### config.mk
export PLATFORM = sky130hd
export DESIGN_NAME = alu32
export DESIGN_NICKNAME = d
export VERILOG_FILES = /design/src/rtl/alu_pkg.sv /design/src/rtl/alu_addsub.sv /design/src/rtl/alu_shl.sv /design/src/rtl/alu_cmp.sv /design/src/rtl/alu32.sv
export SDC_FILE = /design/constraint.sdc
export NUM_CORES = 1
export LEC_CHECK = 0
export ABC_AREA = 0
export CAP_MARGIN = 20
export CELL_PAD_IN_SITES_DETAIL_PLACEMENT = 0
export CELL_PAD_IN_SITES_GLOBAL_PLACEMENT = 1
export CORE_MARGIN = 1
export CORE_UTILIZATION = 45
export DETAILED_ROUTE_END_ITERATION = 6
export DONT_BUFFER_PORTS = 1
export GPL_ROUTABILITY_DRIVEN = 0
export PLACE_DENSITY_LB_ADDON = 0.1
export SYNTH_ARGS = -nofsm -noshare
export SYNTH_HDL_FRONTEND = slang
export SYNTH_SLANG_ARGS = --single-unit
### constraint.sdc
create_clock -name vclk -period 15.2
set_input_delay 3.04 -clock vclk [all_inputs]
set_output_delay 3.04 -clock vclk [all_outputs]
set_load 0.05 [all_outputs]
### src/rtl/alu_pkg.sv
package alu_pkg;
    localparam int unsigned DATA_W = 32;

    typedef enum logic [2:0] {
        FN_ADD  = 3'b000,
        FN_SUB  = 3'b001,
        FN_SHL  = 3'b010,
        FN_OR   = 3'b011,
        FN_AND  = 3'b100,
        FN_ULT  = 3'b101,
        FN_SLT  = 3'b110,
        FN_XOR  = 3'b111
    } alu_fn_e;
endpackage

### src/rtl/alu_addsub.sv
module alu_addsub #(
    parameter int unsigned W = 32
) (
    input  logic [W-1:0] a_i,
    input  logic [W-1:0] b_i,
    input  logic         sub_i,
    output logic [W-1:0] sum_o
);
    logic [W-1:0] b_eff;

    always_comb begin
        b_eff = sub_i ? ~b_i : b_i;
        sum_o = a_i + b_eff + {{(W-1){1'b0}}, sub_i};
    end
endmodule

### src/rtl/alu_shl.sv
module alu_shl #(
    parameter int unsigned W = 32
) (
    input  logic [W-1:0]         data_i,
    input  logic [$clog2(W)-1:0] amt_i,
    output logic [W-1:0]         res_o
);
    localparam int unsigned STAGES = $clog2(W);

    logic [W-1:0] stage [STAGES+1];

    assign stage[0] = data_i;

    generate
        for (genvar s = 0; s < STAGES; s++) begin : g_stage
            assign stage[s+1] = amt_i[s] ? (stage[s] << (1 << s)) : stage[s];
        end
    endgenerate

    assign res_o = stage[STAGES];
endmodule

### src/rtl/alu_cmp.sv
module alu_cmp #(
    parameter int unsigned W = 32
) (
    input  logic [W-1:0] a_i,
    input  logic [W-1:0] b_i,
    output logic         ult_o,
    output logic         slt_o
);
    logic a_neg;
    logic b_neg;

    always_comb begin
        a_neg = a_i[W-1];
        b_neg = b_i[W-1];
        ult_o = (a_i < b_i);
        slt_o = (a_neg & ~b_neg) | ((a_neg == b_neg) & ult_o);
    end
endmodule

### src/rtl/alu32.sv
module alu32
    import alu_pkg::*;
(
    input  logic [31:0] a_i,
    input  logic [31:0] b_i,
    input  logic [2:0]  op_i,
    output logic [31:0] y_o,
    output logic        zero_o,
    output logic        sign_o
);
    localparam int unsigned W   = DATA_W;
    localparam int unsigned SHW = $clog2(W);

    alu_fn_e      fn;
    logic [W-1:0] arith_res;
    logic [W-1:0] shl_res;
    logic         ult;
    logic         slt;

    assign fn = alu_fn_e'(op_i);

    alu_addsub #(.W(W)) u_addsub (
        .a_i   (a_i),
        .b_i   (b_i),
        .sub_i (fn == FN_SUB),
        .sum_o (arith_res)
    );

    alu_shl #(.W(W)) u_shl (
        .data_i (b_i),
        .amt_i  (a_i[SHW-1:0]),
        .res_o  (shl_res)
    );

    alu_cmp #(.W(W)) u_cmp (
        .a_i   (a_i),
        .b_i   (b_i),
        .ult_o (ult),
        .slt_o (slt)
    );

    always_comb begin
        unique case (fn)
            FN_ADD, FN_SUB: y_o = arith_res;
            FN_SHL:         y_o = shl_res;
            FN_OR:          y_o = a_i | b_i;
            FN_AND:         y_o = a_i & b_i;
            FN_ULT:         y_o = {{(W-1){1'b0}}, ult};
            FN_SLT:         y_o = {{(W-1){1'b0}}, slt};
            FN_XOR:         y_o = a_i ^ b_i;
            default:        y_o = '0;
        endcase
    end

    assign zero_o = (y_o == '0);
    assign sign_o = y_o[W-1];

    // Checks on settled combinational values
    always_comb begin
        if (fn == FN_ULT || fn == FN_SLT) begin
            a_r7_cmp_upper_clear: assert (y_o[W-1:1] == '0)
                else $error("R7 compare result has upper bits set");
        end
        if (fn == FN_SLT && (a_i[W-1] != b_i[W-1])) begin
            a_r6_mixed_sign: assert (y_o[0] == a_i[W-1])
                else $error("R6 mixed-sign compare wrong");
        end
        if (fn == FN_SUB && a_i == b_i) begin
            a_r2_equal_sub_zero: assert (zero_o)
                else $error("R2 equal operands did not give zero");
        end
        if (fn == FN_AND) begin
            a_r4_and_subset: assert ((y_o & ~a_i) == '0 && (y_o & ~b_i) == '0)
                else $error("R4 AND result outside operands");
        end
        a_r8_zero_no_sign: assert (!(zero_o && sign_o))
            else $error("R8 zero and sign both set");
        if (fn == FN_SHL && a_i[SHW-1:0] == '0) begin
            a_r3_shift_zero_pass: assert (y_o == b_i)
                else $error("R3 zero-count shift changed data");
        end
    end
endmodule

# Word level (Yosys, flattened, before mapping)

Cells that the tools add are included.
W data, S select, Z words.

Register bits: 0
Output and inout port bits: 34
Logic and storage cells: 29
Input port bits: 67

Eq/ne operators: 8
Add/subtract/negate cells: 2
Bitwise operators: 8
Reduce and logical (&&, ||, !) cells: 3
Multiplexer cells: 7
Order comparisons: 1

Operators by type and width:

| operator             | count |
|---|---|
| $pmux W32 S7         | 1 |
| $mux W32             | 6 |
| $add A32 B1 Y32      | 1 |
| $add A32 B32 Y32     | 1 |
| $and A32 B32 Y32     | 1 |
| $logic_not A32 Y1    | 1 |
| $lt A32 B32 Y1       | 1 |
| $not A32 Y32         | 1 |
| $or A32 B32 Y32      | 1 |
| $xor A32 B32 Y32     | 1 |
| $eq A3 B3 Y1 const B | 4 |
| $eq A3 B2 Y1 const B | 2 |
| $eq A3 B1 Y1 const B | 1 |
| $logic_not A3 Y1     | 1 |
| $and A1 B1 Y1        | 2 |
| $reduce_or A2 Y1     | 1 |
| $eq A1 B1 Y1         | 1 |
| $not A1 Y1           | 1 |
| $or A1 B1 Y1         | 1 |

# Logic depth before layout (Yosys ltp)

Gate-level depths: netlist (run 1).

Depth in word-level cells: 7
Depth in mapped cells: 19
Gate-level depth less buffers: 15

# Cells and area by module

Synthesis (run 1) repeated with hierarchy kept, for this count alone.

Cells, all modules: 1,021
Area total of the unflattened synthesis: 7,661.1 µm²

Modules (own cells, without submodules):

| module     | sequential area each (µm²) | times used | cells an instance | area each (µm²) |
|---|---|---|---|---|
| alu32      | 0.0                        | 1          | 410               | 2,837.7 |
| alu_addsub | 0.0                        | 1          | 311               | 2,232.1 |
| alu_shl    | 0.0                        | 1          | 183               | 1,774.2 |
| alu_cmp    | 0.0                        | 1          | 117               | 817.0 |

# Least setup slack after synthesis (run 1)

Ideal clock, no wire load.

Kind: input port to output port
Start: in op_i[2]
End: out zero_o
Data required time: 12,160 ps
Buffers on the path: 4
Stages: 19
Arrival: 8,223 ps
Slack: 3,937 ps
Path through: buf_2 -> or2_2 -> clkbuf_1 -> clkbuf_1 -> nor2_1 -> buf_1 -> xnor2_1 -> inv_1 -> fa_1 -> nor2b_1 -> o22ai_1 -> xor2_1 -> o221ai_1 -> or4_1 -> nor4_2 -> nand4b_1 -> and4bb_1 -> nand4_1 -> nor4_2

Longest elaborated chain between the ends: 6
Elaborated cells between the ends (all ways): 14
Classes of those cells: 2 x add/sub; 7 x eq/ne; 2 x mux; 3 x reduce/logical

RTL lines:

| element             | line                     | RTL |
|---|---|---|
| start, declared     | alu32.sv:6               | `input logic [2:0] op_i,` |
| $eq A3 B1 Y1        | alu32.sv:25, alu32.sv:43 |  |
| $mux W32            | alu_addsub.sv:12         | `b_eff = sub_i ? ~b_i : b_i;` |
| $add A32 B32 Y32    | alu_addsub.sv:13         | `sum_o = a_i + b_eff + {{(W-1){1'b0}}, sub_i};` |
| $add A32 B1 Y32     | alu_addsub.sv:13         |  |
| $pmux W32 S7 *      | alu32.sv:43              | `unique case (fn)` |
| net y_o[4]          | alu32.sv:7               | `output logic [31:0] y_o,` |
| $logic_not A32 Y1 * | alu32.sv:55              | `assign zero_o = (y_o == '0);` |
| end, declared       | alu32.sv:8               | `output logic zero_o,` |

Mark *: on every way through the listed nets, which the timed path passes. The rest lies on a longest branch.

# Final worst setup path (run 1)

Start: in op_i[1]
End: out zero_o

Longest elaborated chain between the ends: 6
Elaborated cells between the ends (all ways): 14
Classes of those cells: 2 x add/sub; 7 x eq/ne; 2 x mux; 3 x reduce/logical

RTL lines:

| element             | line                     | RTL |
|---|---|---|
| $eq A3 B1 Y1        | alu32.sv:25, alu32.sv:43 |  |
| $mux W32            | alu_addsub.sv:12         |  |
| $add A32 B32 Y32    | alu_addsub.sv:13         |  |
| $add A32 B1 Y32     | alu_addsub.sv:13         |  |
| $pmux W32 S7 *      | alu32.sv:43              |  |
| net sign_o          | alu32.sv:9               | `output logic sign_o` |
| $logic_not A32 Y1 * | alu32.sv:55              |  |

Marks and branches as above.

==> flow_summary.ini, run 1 <==
[status]
status = finished with violations
violations = DRC

[sta]
tns_ns = 0
tightest_slew_ns = 1.13
slew_viol_final = 0
worst_hold_slack_ns = 6.43
finalCritPeriodShare_pct = 74.9
hold_viol = 0
maxSlewHeadroom_pct = 24.5
rsz0062_at_grt = no
fin_ws_ns = 3.82
setup_viol = 0
period_minus_slack_ns = 11.38
maxClockFrequency_mhz = 87.8

[drt]
via_per_inst = 6.78
route.detailed.drc = 4
drt-pass1-iter-count = 7
drt_wl_total_um = 26900
ant_nets = 0
wl_per_cell_um = 24.4
drt_iter0_drc = 761
vias = 7451

[floorplanning]
fp.dieH_um = 126
die_w_um = 126
dieArea_sq_mm = 0.0158
row_count = 44
coreArea_sq_mm = 0.0147
start_util_pct = 46.8
boundaryPins = 101

[job]
drv_cap = 0

[power]
finalPower_uw = 326
p_comb_share_pct = 100.0
peakVddDrop_v = 0.0000176
p_int_uw = 112
p_sw_uw = 214
power_leakage_uw = 0.00304
power_density_mw_per_mm2 = 46.4
p_sw_share_pct = 65.7
clockPowerShare_pct = 0
p_seq_share_pct = 0

[global_route]
first_global_vias = 7266
grt-ovfl-total = 0
grt_max_degree = 78
antenna_found_initial = 0
grt_pass1_wl_um = 41600
track_usage_pct = 33.6

[finish]
regArea_sq_um = 0
clock_buffers = 0
drive_gt1_share_pct = 8.96
area_delta_synth_final_pct = 1.96
seq_cell_count = 0
final_cell_area_sq_mm = 0.00701
diodes = 0
nNetsFinal = 1111
n_fill_cell = 1497

[worst_setup_path]
slowest_stage = o31ai_4
crit_path_start_kind = input pin
end_kind = output port
required_ns = 12.16
endpoint = zero_o
startpoint = op_i[1]
max_stage_delay_ns = 0.93
critical_path_class = input pin to output port
cp_cell_sequence = or2_2, nor2_4, buf_4, xnor2_1, ha_1, a21oi_1, nand2_1, or3_1, nor3b_1, a21oi_1, o31ai_1, or4_1, and3_1, o31ai_4, nor4_2, buf_4
crit_fanout = 31
worst-endpoint-arrival_ns = 8.34

[logic_synthesis]
synth-adder-area-share_pct = 23.2
synth_area_leader_cell = ha_1
yosys.cell_types.count = 86
synth_top_family_by_area = compound AO/OA/AOI/OAI gates
syn_area_sq_mm = 0.00688
synthXorXnorAreaFrac_pct = 6.22
synth_compound_area_share_pct = 27.4
yosys.area_share.simple_pct = 20.5
yosysWarnings = 0
synth_mux_area_share_pct = 14.0
synth_nets = 1150
netlist.area_leader.share_pct = 22.9
avgSynthCellArea_sq_um = 7.20
ys_seq_area_share_pct = 0
synth_area_leaders = ha_1 23%, mux4_2 8.2%, nand2_1 5.9%, a21oi_1 5.8%, o21ai_0 5.5%
syn_inst = 956

[placed_design]
placed_area_sq_mm = 0.00701
pre_cts_ws_ns = 3.86
dp.final_hpwl_um = 21300
io_buffers = 0

[min_path]
hp-class = input pin to output port

[clocking]
holdBufCountCts = 0
post_cts_buffers = 0
ctsResizeCount = 0
metrics by stage:
| stage | utilization, % | instances |
|---|---|---|
| 2_1_floorplan | - | 956 |
| 3_3_place_gp | 47.6 | 1097 |
| 3_5_place_dp | 47.7 | 1099 |
| 4_1_cts | 47.7 | 1099 |
| 5_1_grt | 47.7 | 1099 |
| 6_report | 47.7 | 1099 |
cells in the mapped netlist, drive strengths merged, types with 12 or more instances:
library cell	number
nor2	55
a21oi	82
o211ai	12
o21ai	78
xnor2	41
mux2i	29
clkbuf	33
mux4	25
nand2b	12
nor3	16
buf	30
ha	126
nand4	14
nand2	109
inv	82
a22oi	12
nand3	25
worst min-delay path by stage:
stage / startpoint / to / slack [ns] / cells past startpoint
6_report: a_i[3] / y_o[30] / 6.43 / 3
5_1_grt: op_i[1] / y_o[1] / 6.44 / 3
4_1_cts: a_i[3] / y_o[30] / 6.43 / 3
3_5_place_dp: op_i[1] / y_o[1] / 6.43 / 3
3_3_place_gp: op_i[1] / y_o[1] / 6.43 / 3
2_1_floorplan: op_i[1] / y_o[3] / 6.48 / 2
cell type report:
class / count / area (sq um) / area share [%]
well taps: 184 / 230 / 3.28
inverters: 83 / 312 / 4.44
multi-input cells: 810 / 6310 / 90.0
repair buffers: 22 / 161 / 2.30
layout by cell type, fill, tap and decap left out, drive strengths merged, types with 7 or more instances in the layout:
master | Yosys | final
mux2i | 29 | 29
nand3 | 25 | 25
a21oi | 82 | 82
o211ai | 12 | 12
xor2 | 7 | 7
nand2 | 109 | 109
nor2 | 55 | 55
and2 | 9 | 9
ha | 126 | 126
a31oi | 11 | 11
a211oi | 10 | 10
mux2 | 8 | 8
or4 | 7 | 7
xnor2 | 41 | 41
mux4 | 25 | 25
o221ai | 8 | 8
nand2b | 12 | 12
nor3 | 16 | 16
o22ai | 7 | 7
a22oi | 12 | 12
inv | 82 | 82
o21bai | 8 | 8
and3 | 8 | 8
o21ai | 78 | 78
buf | 30 | 22
nand4 | 14 | 14
layer usage:
layer | up-vias | part of all wire, % | GRT usage [%]
met5 | - | 0 | 0
met4 | 0 | 5.9 | 18.0
li1 | 3413 | - | -
met3 | 85 | 8.8 | 5.61
met1 | 3554 | 40 | 41.5
met2 | 399 | 46 | 55.8
kinds of logic (layout without fill, tap and decap cells):
| logic type | after synthesis | in the layout |
|---|---|---|
| multiplexers | 62 | 62 |
| buffers and inverters | 146 | 105 |
| XOR/XNOR | 48 | 48 |
| adder cells (fa/ha/maj) | 127 | 127 |
| AO/OA/AOI/OAI | 286 | 286 |
| AND/OR/NAND/NOR | 287 | 287 |
power by group through the flow:
stage | sequential, uW | clock [uW] | combinational [uW]
after floorplan | 0 | 0 | 254
after global placement | 0 | 0 | 313
after detailed placement | 0 | 0 | 318
after CTS | 0 | 0 | 319
after global routing | 0 | 0 | 349
final | 0 | 0 | 326
critical path, delay by kind of cell:
kind	cells	cell delay, ns
adder cells (fa/ha/maj)	1	0.39
XOR/XNOR	1	0.12
AND/OR/NAND/NOR	8	2.51
buffers and inverters	2	0.64
AO/OA/AOI/OAI	4	1.59
No activity file was read; power rests on OpenSTA's default activity.
==> inputs of run 2 (changes only) <==
Settings changed: ABC_AREA 0 to 1.
Clock period 15.2 ns to 10.9 ns, I/O delays scaled along.
==> flow_summary.ini, run 2 <==
[power]
power_leakage_uw = 0.00386
p_sw_share_pct = 72.6
p_sw_uw = 322
peakVddDrop_v = 0.0000317
p_int_uw = 121
p_comb_share_pct = 100.0
power_density_mw_per_mm2 = 63.8
clockPowerShare_pct = 0
p_seq_share_pct = 0

[worst_setup_path]
critical_path_class = input pin to output port
worst-endpoint-arrival_ns = 6.24
crit_path_start_kind = input pin
crit_fanout = 31
required_ns = 8.72
end_kind = output port

[logic_synthesis]
synth_area_leader_cell = ha_1
yosysWarnings = 0
avgSynthCellArea_sq_um = 5.54
syn_area_sq_mm = 0.00692
yosysMostFrequentCell = nand2_1
yosys.cell_types.count = 47
synth_common_cells = 333 x nand2_1, 181 x inv_1, 154 x nand3_1
synth_compound_area_share_pct = 17.9
synth_top_family_by_area = simple AND/OR/NAND/NOR gates
synth_nets = 1443
synth-adder-area-share_pct = 23.1
synthXorXnorAreaFrac_pct = 5.19
synth_area_leaders = ha_1 23%, nand2_1 18%, nand3_1 11%, inv_1 9.8%, a21oi_1 5.4%
synth_mux_area_share_pct = 0.289
ys_seq_area_share_pct = 0
syn_inst = 1249
yosys.area_share.simple_pct = 39.6
netlist.area_leader.share_pct = 22.8

[sta]
worst_hold_slack_ns = 4.84
finalCritPeriodShare_pct = 77.3
tns_ns = 0
tightest_slew_ns = 1.16
maxClockFrequency_mhz = 119
setup_viol = 0
maxSlewHeadroom_pct = 22.4
rsz0062_at_grt = no
period_minus_slack_ns = 8.42
slew_viol_final = 0
hold_viol = 0

[global_route]
first_global_vias = 7710
grt-ovfl-total = 0
grt_max_degree = 66
track_usage_pct = 35.2
antenna_found_initial = 0
grt_pass1_wl_um = 43300

[clocking]
post_cts_buffers = 0
holdBufCountCts = 0
ctsResizeCount = 0

[floorplanning]
boundaryPins = 101
start_util_pct = 46.9
row_count = 44
coreArea_sq_mm = 0.0148
die_w_um = 126
fp.dieH_um = 126
dieArea_sq_mm = 0.0159

[drt]
route.detailed.drc = 0
drt-pass1-iter-count = 6
ant_nets = 0
drt_iter0_drc = 965
wl_per_cell_um = 20.1
vias = 8189
drt_wl_total_um = 28100
via_per_inst = 5.87

[placed_design]
post-place-cells = 1395
io_buffers = 0
dp.final_hpwl_um = 23000

[finish]
nNetsFinal = 1407
seq_cell_count = 0
area_delta_synth_final_pct = 0.507
regArea_sq_um = 0
final_common_cell = nand2_1
clock_buffers = 0
diodes = 0
drive_gt1_share_pct = 3.63
final_cell_mix = 332 x nand2_1, 181 x inv_1, 154 x nand3_1
stdcell_count = 1395

[status]
status = finished, final reports clean

[min_path]
hp-class = input pin to output port

[job]
drv_cap = 0
run 2: critical path, cell delays in order:
cell     delay, ns
inv_1         0.06
nor2_2        0.05
nand2_2       0.04
buf_4         0.44
xor2_1        0.30
inv_1         0.07
ha_1          0.18
a21oi_1       0.22
nor2_1        0.08
nor2_1        0.09
nand2_1       0.18
nand2_1       0.11
nand2_1       0.14
xor2_1        0.18
nand2_1       0.06
nand3_1       0.43
nor2_1        0.26
nand3_1       0.12
nor2_1        0.12
nand2_1       0.10
nor2_1        0.76
run 2: layer usage:
metal / up-vias / global-route usage [%] / share of wire [%]
met2: 380 / 56.6 / 44
met5: - / 0 / 0
met4: 0 / 10.8 / 3.4
li1: 4016 / - / -
met3: 58 / 4.25 / 8.0
met1: 3735 / 48.6 / 44
run 2: cell families after synthesis:
logic type / Yosys count
buf+inv: 233
mux: 2
fa+ha+maj: 127
simple gates: 636
xor+xnor: 41
compound gates: 210
run 2: final cells by class:
| type | count | area (sq um) |
|---|---|---|
| fillers | 1716 | 7800 |
| inverters | 187 | 702 |
| multi-input cells | 1016 | 5960 |
| well taps | 184 | 230 |
| repair buffers | 8 | 60.1 |
run 2: path summary, 6_finish.rpt:
path | startpoint | end | slack (ns) | cells after the start
worst max-delay path | op_i[0] | zero_o | 2.48 | 21
worst min-delay path | b_i[2] | y_o[2] | 4.84 | 4
run 2: stage by stage:
step | setup WS [ns] | power (uW) | util [%] | area, sq um
after floorplan | 3.08 | 349 | - | 6920
after global placement | 2.56 | 433 | 47.1 | 6940
after detailed placement | 2.57 | 433 | 47.1 | 6950
after CTS | 2.56 | 435 | 47.1 | 6950
after global routing | 2.20 | 488 | 47.1 | 6950
final | 2.48 | 443 | 47.1 | 6950
run 2: power groups by stage:
stage | Combinational (uW) | Clock [uW] | Sequential (uW)
final | 443 | 0 | 0
after global placement | 433 | 0 | 0
after CTS | 435 | 0 | 0
after floorplan | 349 | 0 | 0
after detailed placement | 433 | 0 | 0
after global routing | 488 | 0 | 0
==> inputs of run 3 (changes only) <==
Clock period 10.9 ns to 7.98 ns, I/O delays scaled along.
==> flow_summary.ini, run 3 (synthesis gave the netlist of run 2 again) <==
[drt]
drt_wl_total_um = 27400
wl_per_cell_um = 19.6
via_per_inst = 5.82
drt-pass1-iter-count = 6
vias = 8134
drt_iter0_drc = 803
route.detailed.drc = 0
ant_nets = 0

[global_route]
antenna_found_initial = 0
grt-ovfl-total = 0
grt_pass1_wl_um = 42100
grt_max_degree = 66
first_global_vias = 7632
track_usage_pct = 34.1

[job]
drv_cap = 0

[floorplanning]
coreArea_sq_mm = 0.0148
row_count = 44
fp.dieH_um = 126
die_w_um = 126
start_util_pct = 46.9
dieArea_sq_mm = 0.0159
boundaryPins = 101

[min_path]
min_path_cells = 4
hp-class = input pin to output port

[worst_setup_path]
required_ns = 6.38
cp.depth = 20
cp_cell_sequence = inv_1, nor2_2, nand2_2, buf_4, xor2_1, ha_1, a21oi_1, o21ai_0, a21oi_1, nand3_1, nand2_1, nand2_1, nand2_1, nand2_1, nor2_1, nand2_1, nor2_1, nand3_1, nor2_1, buf_4
critical_path_class = input pin to output port
path_buf_inv = 3
max_stage_delay_ns = 0.45
slowest_stage = buf_4
crit_top_cell = nand2_1
crit_path_start_kind = input pin
end_kind = output port
worst-endpoint-arrival_ns = 5.22
crit_fanout = 28
cp_top_family = simple AND/OR/NAND/NOR gates

[power]
p_comb_share_pct = 100.0
p_int_uw = 166
peakVddDrop_v = 0.0000381
power_density_mw_per_mm2 = 86.5
power_leakage_uw = 0.00387
clockPowerShare_pct = 0
p_sw_share_pct = 72.4
p_sw_uw = 436
p_seq_share_pct = 0

[finish]
diodes = 0
final_common_cell = nand2_1
seq_cell_count = 0
n_fill_cell = 1698
nNetsFinal = 1409
clock_buffers = 0
drive_gt1_share_pct = 3.79
final_cell_area_sq_mm = 0.00697
area_delta_synth_final_pct = 0.724
final_cell_mix = 332 x nand2_1, 181 x inv_1, 154 x nand3_1
regArea_sq_um = 0

[sta]
setup_viol = 0
maxClockFrequency_mhz = 147
rsz0062_at_grt = no
fin_ws_ns = 1.17
tightest_slew_ns = 1.02
finalCritPeriodShare_pct = 85.4
period_minus_slack_ns = 6.81
hold_viol = 0
slew_viol_final = 0
tns_ns = 0
maxSlewHeadroom_pct = 32.0

[placed_design]
dp.final_hpwl_um = 22600
pre_cts_ws_ns = 1.29
placed_area_sq_mm = 0.00697
io_buffers = 0

[clocking]
post_cts_buffers = 0
holdBufCountCts = 0
ctsResizeCount = 0

[status]
status = finished, final reports clean
==> run 3: cell type report <==
| type | count | area (sq um) | share of cell area [%] |
|---|---|---|---|
| tap | 184 | 230 | 3.30 |
| timing repair buffer | 10 | 75.1 | 1.08 |
| multi-input combinational | 1016 | 5960 | 85.5 |
| inverter | 187 | 702 | 10.1 |
==> run 3: final timing paths <==
kind	slack, ns	to	start
worst max-delay path	1.17	zero_o	op_i[0]
worst min-delay path	3.68	y_o[3]	b_i[3]
==> run 3: power groups by stage <==
stage               registers (uW)  logic, uW  clock network (uW)
floorplan                        0        476                   0
global placement                 0        590                   0
detailed placement               0        589                   0
CTS                              0        592                   0
global route                     0        664                   0
finish                           0        602                   0
==> run 3: through the flow <==
step	hold WS, ns	power (uW)	util (%)	std cells
2_1_floorplan	3.67	476	-	1249
3_3_place_gp	3.67	590	47.2	1397
3_5_place_dp	3.68	589	47.2	1397
4_1_cts	3.68	592	47.2	1397
5_1_grt	3.71	664	47.2	1397
6_report	3.68	602	47.2	1397
==> run 3: metal layers <==
| layer | vias to the layer above | part of all wire [%] | GRT usage, % |
|---|---|---|---|
| met5 | - | 0 | 0 |
| met4 | 0 | 3.3 | 9.36 |
| met3 | 50 | 7.6 | 3.78 |
| met2 | 373 | 44 | 55.5 |
| met1 | 3694 | 45 | 47.4 |
| li1 | 4017 | - | - |
